[src/rtl/irqPrioPkg.sv]
package irqPrioPkg;
  // Enable control bit positions on the software enable ports
  localparam int EN_HI_BIT = 0;
  localparam int EN_LO_BIT = 1;

  // Strobes passed from control to datapath
  typedef struct packed {
    logic takeHi;
    logic takeLo;
  } ctrlStrobes_t;
endpackage

[src/rtl/irqFlagPath.sv]
module irqFlagPath
  import irqPrioPkg::*;
#(
  parameter int NUM_SRC = 8,
  parameter int IDW = 3,
  parameter int VEC_W = 16,
  parameter logic [VEC_W-1:0] HI_VEC = 'h0008,
  parameter logic [VEC_W-1:0] LO_VEC = 'h0018
) (
  input  logic               clk,
  input  logic               rst,
  input  logic               prioMode,
  input  logic [NUM_SRC-1:0] flagSet,
  input  logic [NUM_SRC-1:0] flagClr,
  input  logic [NUM_SRC-1:0] srcEn,
  input  logic [NUM_SRC-1:0] srcHigh,
  input  ctrlStrobes_t       strb,
  output logic [NUM_SRC-1:0] flags,
  output logic               hiAny,
  output logic               loAny,
  output logic               vecValid,
  output logic [VEC_W-1:0]   vecAddr,
  output logic [IDW-1:0]     srcId
);
  logic [NUM_SRC-1:0] flagQ;
  logic [NUM_SRC-1:0] hiLvl;
  logic [NUM_SRC-1:0] loLvl;

  // Sticky flags: a set pulse beats a clear pulse
  for (genvar g = 0; g < NUM_SRC; g++) begin : gFlag
    always_ff @(posedge clk) begin
      if (rst)             flagQ[g] <= 1'b0;
      else if (flagSet[g]) flagQ[g] <= 1'b1;
      else if (flagClr[g]) flagQ[g] <= 1'b0;
    end
  end

  // Level grouping: single-level mode puts every source in the high group
  assign hiLvl = flagQ & srcEn & (prioMode ? srcHigh : {NUM_SRC{1'b1}});
  assign loLvl = flagQ & srcEn & (prioMode ? ~srcHigh : {NUM_SRC{1'b0}});
  assign hiAny = |hiLvl;
  assign loAny = |loLvl;
  assign flags = flagQ;

  function automatic logic [IDW-1:0] lowIdx(input logic [NUM_SRC-1:0] v);
    logic [IDW-1:0] r;
    r = '0;
    for (int i = NUM_SRC - 1; i >= 0; i--) begin
      if (v[i]) r = IDW'(i);
    end
    return r;
  endfunction

  always_ff @(posedge clk) begin
    if (rst) begin
      vecValid <= 1'b0;
      vecAddr  <= '0;
      srcId    <= '0;
    end else begin
      vecValid <= strb.takeHi | strb.takeLo;
      if (strb.takeHi) begin
        vecAddr <= HI_VEC;
        srcId   <= lowIdx(hiLvl);
      end else if (strb.takeLo) begin
        vecAddr <= LO_VEC;
        srcId   <= lowIdx(loLvl);
      end
    end
  end
endmodule

[src/rtl/irqSeqCtl.sv]
module irqSeqCtl
  import irqPrioPkg::*;
(
  input  logic         clk,
  input  logic         rst,
  input  logic         prioMode,
  input  logic         hiAny,
  input  logic         loAny,
  input  logic         retStrobe,
  input  logic [1:0]   swEnSet,
  input  logic [1:0]   swEnClr,
  output logic         enHi,
  output logic         enLo,
  output logic         inSvcHi,
  output logic         inSvcLo,
  output ctrlStrobes_t strb
);
  logic retHi, retLo;
  logic enHiNext, enLoNext, svcHiNext, svcLoNext;

  // Arbitration: high beats low; low waits while a high service is open
  always_comb begin
    strb.takeHi = !retStrobe && hiAny && enHi;
    strb.takeLo = prioMode && !retStrobe && !strb.takeHi && loAny && enLo && !inSvcHi;
  end

  // Return closes the innermost active level
  assign retHi = retStrobe && inSvcHi;
  assign retLo = retStrobe && !inSvcHi && inSvcLo;

  always_comb begin
    enHiNext  = (enHi & ~swEnClr[EN_HI_BIT]) | swEnSet[EN_HI_BIT];
    enLoNext  = (enLo & ~swEnClr[EN_LO_BIT]) | swEnSet[EN_LO_BIT];
    svcHiNext = inSvcHi;
    svcLoNext = inSvcLo;
    if (strb.takeHi) begin
      enHiNext  = 1'b0;
      svcHiNext = 1'b1;
    end
    if (strb.takeLo) begin
      enLoNext  = 1'b0;
      svcLoNext = 1'b1;
    end
    if (retHi) begin
      enHiNext  = 1'b1;
      svcHiNext = 1'b0;
    end
    if (retLo) begin
      enLoNext  = 1'b1;
      svcLoNext = 1'b0;
    end
  end

  always_ff @(posedge clk) begin
    if (rst) begin
      enHi    <= 1'b0;
      enLo    <= 1'b0;
      inSvcHi <= 1'b0;
      inSvcLo <= 1'b0;
    end else begin
      enHi    <= enHiNext;
      enLo    <= enLoNext;
      inSvcHi <= svcHiNext;
      inSvcLo <= svcLoNext;
    end
  end
endmodule

[src/rtl/irqPrioCtl.sv]
module irqPrioCtl
  import irqPrioPkg::*;
#(
  parameter int NUM_SRC = 8,
  parameter int VEC_W = 16,
  parameter logic [VEC_W-1:0] HI_VEC = 'h0008,
  parameter logic [VEC_W-1:0] LO_VEC = 'h0018,
  localparam int IDW = $clog2(NUM_SRC)
) (
  input  logic               clk,
  input  logic               rst,
  input  logic               prioMode,
  input  logic [NUM_SRC-1:0] flagSet,
  input  logic [NUM_SRC-1:0] flagClr,
  input  logic [NUM_SRC-1:0] srcEn,
  input  logic [NUM_SRC-1:0] srcHigh,
  input  logic [1:0]         swEnSet,
  input  logic [1:0]         swEnClr,
  input  logic               retStrobe,
  output logic [NUM_SRC-1:0] flags,
  output logic               enHi,
  output logic               enLo,
  output logic               inSvcHi,
  output logic               inSvcLo,
  output logic               vecValid,
  output logic [VEC_W-1:0]   vecAddr,
  output logic [IDW-1:0]     srcId
);
  ctrlStrobes_t strb;
  logic hiAny, loAny;

  irqFlagPath #(
    .NUM_SRC(NUM_SRC), .IDW(IDW), .VEC_W(VEC_W), .HI_VEC(HI_VEC), .LO_VEC(LO_VEC)
  ) uPath (
    .clk(clk), .rst(rst), .prioMode(prioMode), .flagSet(flagSet), .flagClr(flagClr),
    .srcEn(srcEn), .srcHigh(srcHigh), .strb(strb), .flags(flags), .hiAny(hiAny),
    .loAny(loAny), .vecValid(vecValid), .vecAddr(vecAddr), .srcId(srcId)
  );

  irqSeqCtl uCtl (
    .clk(clk), .rst(rst), .prioMode(prioMode), .hiAny(hiAny), .loAny(loAny),
    .retStrobe(retStrobe), .swEnSet(swEnSet), .swEnClr(swEnClr), .enHi(enHi),
    .enLo(enLo), .inSvcHi(inSvcHi), .inSvcLo(inSvcLo), .strb(strb)
  );
endmodule

[config.mk]
export PLATFORM = sky130hd
export DESIGN_NAME = irqPrioCtl
export DESIGN_NICKNAME = d
export VERILOG_FILES = /design/src/rtl/irqPrioPkg.sv /design/src/rtl/irqFlagPath.sv /design/src/rtl/irqSeqCtl.sv /design/src/rtl/irqPrioCtl.sv
export SDC_FILE = /design/constraint.sdc
export NUM_CORES = 1
export LEC_CHECK = 0
export CORE_MARGIN = 3
export CORE_UTILIZATION = 41
export DETAILED_ROUTE_END_ITERATION = 12
export PLACE_DENSITY = 0.86
export SYNTH_ARGS = -nofsm -noshare
export SYNTH_HDL_FRONTEND = slang
export SYNTH_SLANG_ARGS = --single-unit
export TNS_END_PERCENT = 30
[constraint.sdc]
create_clock -name clk -period 5.5 [get_ports clk]
set_clock_uncertainty 0.15 [all_clocks]
set_input_delay 1.1 -clock clk [delete_from_list [all_inputs] [get_ports clk]]
set_output_delay 1.1 -clock clk [all_outputs]
set_load 0.02 [all_outputs]
==> results.txt <==
* # H-tree levels: 1
* Top routing layer used: met4
- Worst-case headroom to the max-slew limit: 0.581
* Amount of wire on met3 after detailed routing: about 220 microns
* Clock-pin slew of the registers on the worst-case setup and hold paths: approximately 0.11 ns
* Synth Cell Area: 1240 sq um
- Vias in the first global route: roughly 1,100
- In this run the static leakage power is about 0.73 nW.
- After synthesis, the mean cell area works out to roughly 8.6 sq um.
* TNS Setup: 0 ns
* Cts repair resizes: 0
* Worst path arrival time: between 3 and 4 ns
* DP Wirelength: approximately 2600 microns
- After detailed placement, the design holds a cell count of between 200 and 250.
- Summing all non-filler instances in the final layout gives an area of ~1800 sq um.
- Of the post-synthesis cell area, the dominant cell type holds 0.290.
* Synth Warn #: 0
- Setup violations remaining at the end of the flow were counted as 0.
* Global router's overall resource usage: 0.180
- The first global-routing pass estimated around 5000 microns of wire.
- Sink Count: 18
- The tree is rooted in a clkbuf_4.
- WL final: 3160 microns
- Crit path from: prioMode
* CP top delay family: compound AO/OA/AOI/OAI gates
- Data on the critical path is required at its endpoint by between 5 and 6 ns.
* Leading cell type in the layout, fill and taps excluded: clkdlybuf4s50_1
- 0 antenna diodes ended up in the layout.
- Biggest fanout along the worst timing path: 20
- Hold Buf Count CTS: 0
- Post-route DRC: 0
- The tool flagged a number of max-cap violations equal to 0.
- Effective utilization at floorplan: 0.439
- For this block, the via count after detailed routing is 1,221.
* Startpoint type of the worst setup path: input pin
- Number of antenna violations at the first check in global routing: 0
- Count of placed standard cells in the final layout, fillers left out: approximately 230
- Maximum vdd ir drop: around 0.00011 V
- In this run the horizontal extent of the chip is just over 60 microns.
- GRT Residual Overflow: 0
* Largest incremental delay on the critical path: roughly 0.86 ns
* Remaining antenna violation count: 0
- 72 I/O pins were placed.
- Yosys mapped the design onto 43 distinct sky130hd cell types.
- In this run, synthesis produced a sequential element count of 18.
* Count of TritonRoute iterations in the first routing pass: 4
- Cell Pwr Density: between 150 and 200 nW/um^2
- R2R setup slack: between 3 and 4 ns
* Core Area: around 2800 sq um
* Final hold violation count: 0
- The synthesized design spends more area on one cell type than any other, namely dfxtp_1.
- Layout cell share with drive strength beyond 1: 0.0796
* Prevailing post-synth register cell: dfxtp_1
* Met2 WL: roughly 1500 microns
- Setup repair after global routing left no endpoint under its margin.
* Fraction of synthesis flops using an asynchronous set or reset pin: 0
- Walking the worst path, the cells encountered are clkdlybuf4s50_1 > nand2b_1 > a32o_2 > o41ai_4 > o21ai_2 > o221a_1.
* Area overhead of the layout relative to synthesis: 45.3%
- Sorting the synthesized cells by area gives the leading types as dfxtp_1, buf_4, and4b_1.
- Crit path capture: uPath.srcId[0]
* Floorplan row count: 19
- At the pin with the least slew margin, the transition time is about 0.63 ns.
- Setup bufs post-CTS: 0
- Source of the worst register-to-register timing path: uPath.flags[6]
- Maximum operating frequency: 0.313 GHz
* Post-DP Area: ~1800 sq um
- Of the synthesized area, sequential elements account for 0.290.
* Maximum number of pins on one net before global-route repair: 21
- After the last flow step, the layout net total stands at 242.
- Number of enable-type register cells in the synthesized netlist: 0
* Total Die Area: 3730 sq um
- Wl on met1: approximately 1300 microns
- DR WL/cell: 13.6 microns
- The largest individual stage delay along the critical path comes from the cell clkdlybuf4s50_1.
- The critical path crosses 6 cells after its start point.
* PnR Total Power: about 0.34 mW
- Commonest cells after routing, fill and taps aside: clkdlybuf4s50_1, dfxtp_1, nor2_1
- The worst hold path belongs to the class reg2reg.
- Dividing the final minimum period by the clock period gives 0.581.
- Cells on worst reg2reg path: 5
* Drt initial violations: 29
* Sum of buffers and inverters on the critical path: 1
- TritonCTS created 3 clock buffers.
* Critical path capture point type: flop
* Mapped Cells: approximately 150
- The congestion estimate from routability-driven global placement came to approximately 0.87.
- In the routed layout, each cell is associated on average with a via count of between 5 and 6.
* Max clock buf depth: 2
- The max-slew violation count came to 0.
- Outcome: complete, no violations
- Number of port buffers: 57
- TritonCTS built the clock tree.
- Die height: between 60 and 70 microns
- Endpoint of the most critical register-to-register path: uPath.srcId[0]
- Insertion delay to the later sink of the worst-skew pair: 0.30 ns
- Critical setup path kind: in2reg
* Min cycle time layout: about 3.2 ns
## worst min-delay path by stage
stage                            end  cells past startpoint  slack (ns)              from
detailed placement  uPath.vecAddr[3]                      2        0.29  uPath.vecAddr[3]
global route        uPath.vecAddr[3]                      2        0.34  uPath.vecAddr[3]
floorplan           uPath.vecAddr[3]                      2        0.37  uPath.vecAddr[3]
finish              uPath.vecAddr[3]                      2        0.30  uPath.vecAddr[3]
global placement    uPath.vecAddr[3]                      2        0.29  uPath.vecAddr[3]
CTS                 uPath.vecAddr[3]                      2        0.31  uPath.vecAddr[3]
## report_power, final
part / internal (mW) / switching (mW)
sequential: 0.138 / 0.00640
combinational: 0.0558 / 0.0509
clock: 0.0404 / 0.0456
total: 0.234 / 0.103
## state kept, by name, summed over array words and instances, names as in the netlist
| register | flops |
|---|---|
| uPath.vecValid | 1 |
| uCtl.enHi | 1 |
| uPath.flags | 8 |
| uPath.vecAddr | 2 |
| uCtl.inSvcLo | 1 |
| uCtl.enLo | 1 |
| uPath.srcId | 3 |
| uCtl.inSvcHi | 1 |
## worst min-delay path: cells and delay by family (launching register included)
| family | cells | cell delay [ns] |
|---|---|---|
| flops | 1 | 0.33 |
| buf+inv | 1 | 0.05 |
| compound gates | 1 | 0.05 |
## layout make-up
| cell class | count | area, sq um |
|---|---|---|
| sequential | 18 | 360 |
| tap | 31 | 38.8 |
| timing repair buffer | 57 | 571 |
| multi-input combinational | 109 | 751 |
| inverter | 13 | 48.8 |
| fill | 252 | 1020 |
| clock buffer | 4 | 36.3 |
## through the flow
step                setup WS [ns]   util  hold slack, ns
floorplan                    2.98      -           0.372
global placement             2.06  0.625           0.286
detailed placement           1.99  0.625           0.294
CTS                          2.30  0.638           0.310
global route                 2.14  0.638           0.343
finish                       2.30  0.638           0.304
## layer usage
| layer | track usage | vias to the layer above |
|---|---|---|
| met5 | 0 | - |
| met4 | 0.0836 | 0 |
| met3 | 0.0419 | 4 |
| met2 | 0.301 | 54 |
| met1 | 0.218 | 552 |
| li1 | - | 611 |
## synthesized netlist by cell type, types with 3 or more instances
| cell type | n |
|---|---|
| a211oi_1 | 4 |
| a21oi_1 | 12 |
| nor3_1 | 4 |
| nand2b_1 | 5 |
| inv_1 | 13 |
| buf_4 | 15 |
| and4b_1 | 7 |
| nor2_1 | 15 |
| nand2_1 | 6 |
| dfxtp_1 | 18 |
| and2_1 | 4 |
| nor2b_1 | 3 |
## kinds of logic (layout without fill, tap and decap cells)
kind of cell	Yosys count	count (layout)	synth area share
other	1	14	0.00302
buffers and inverters	31	74	0.145
flip-flops	18	18	0.290
AO/OA/AOI/OAI	38	38	0.257
multiplexers	1	1	0.00806
AND/OR/NAND/NOR	56	56	0.297
Power figures use the tool's default switching activity.
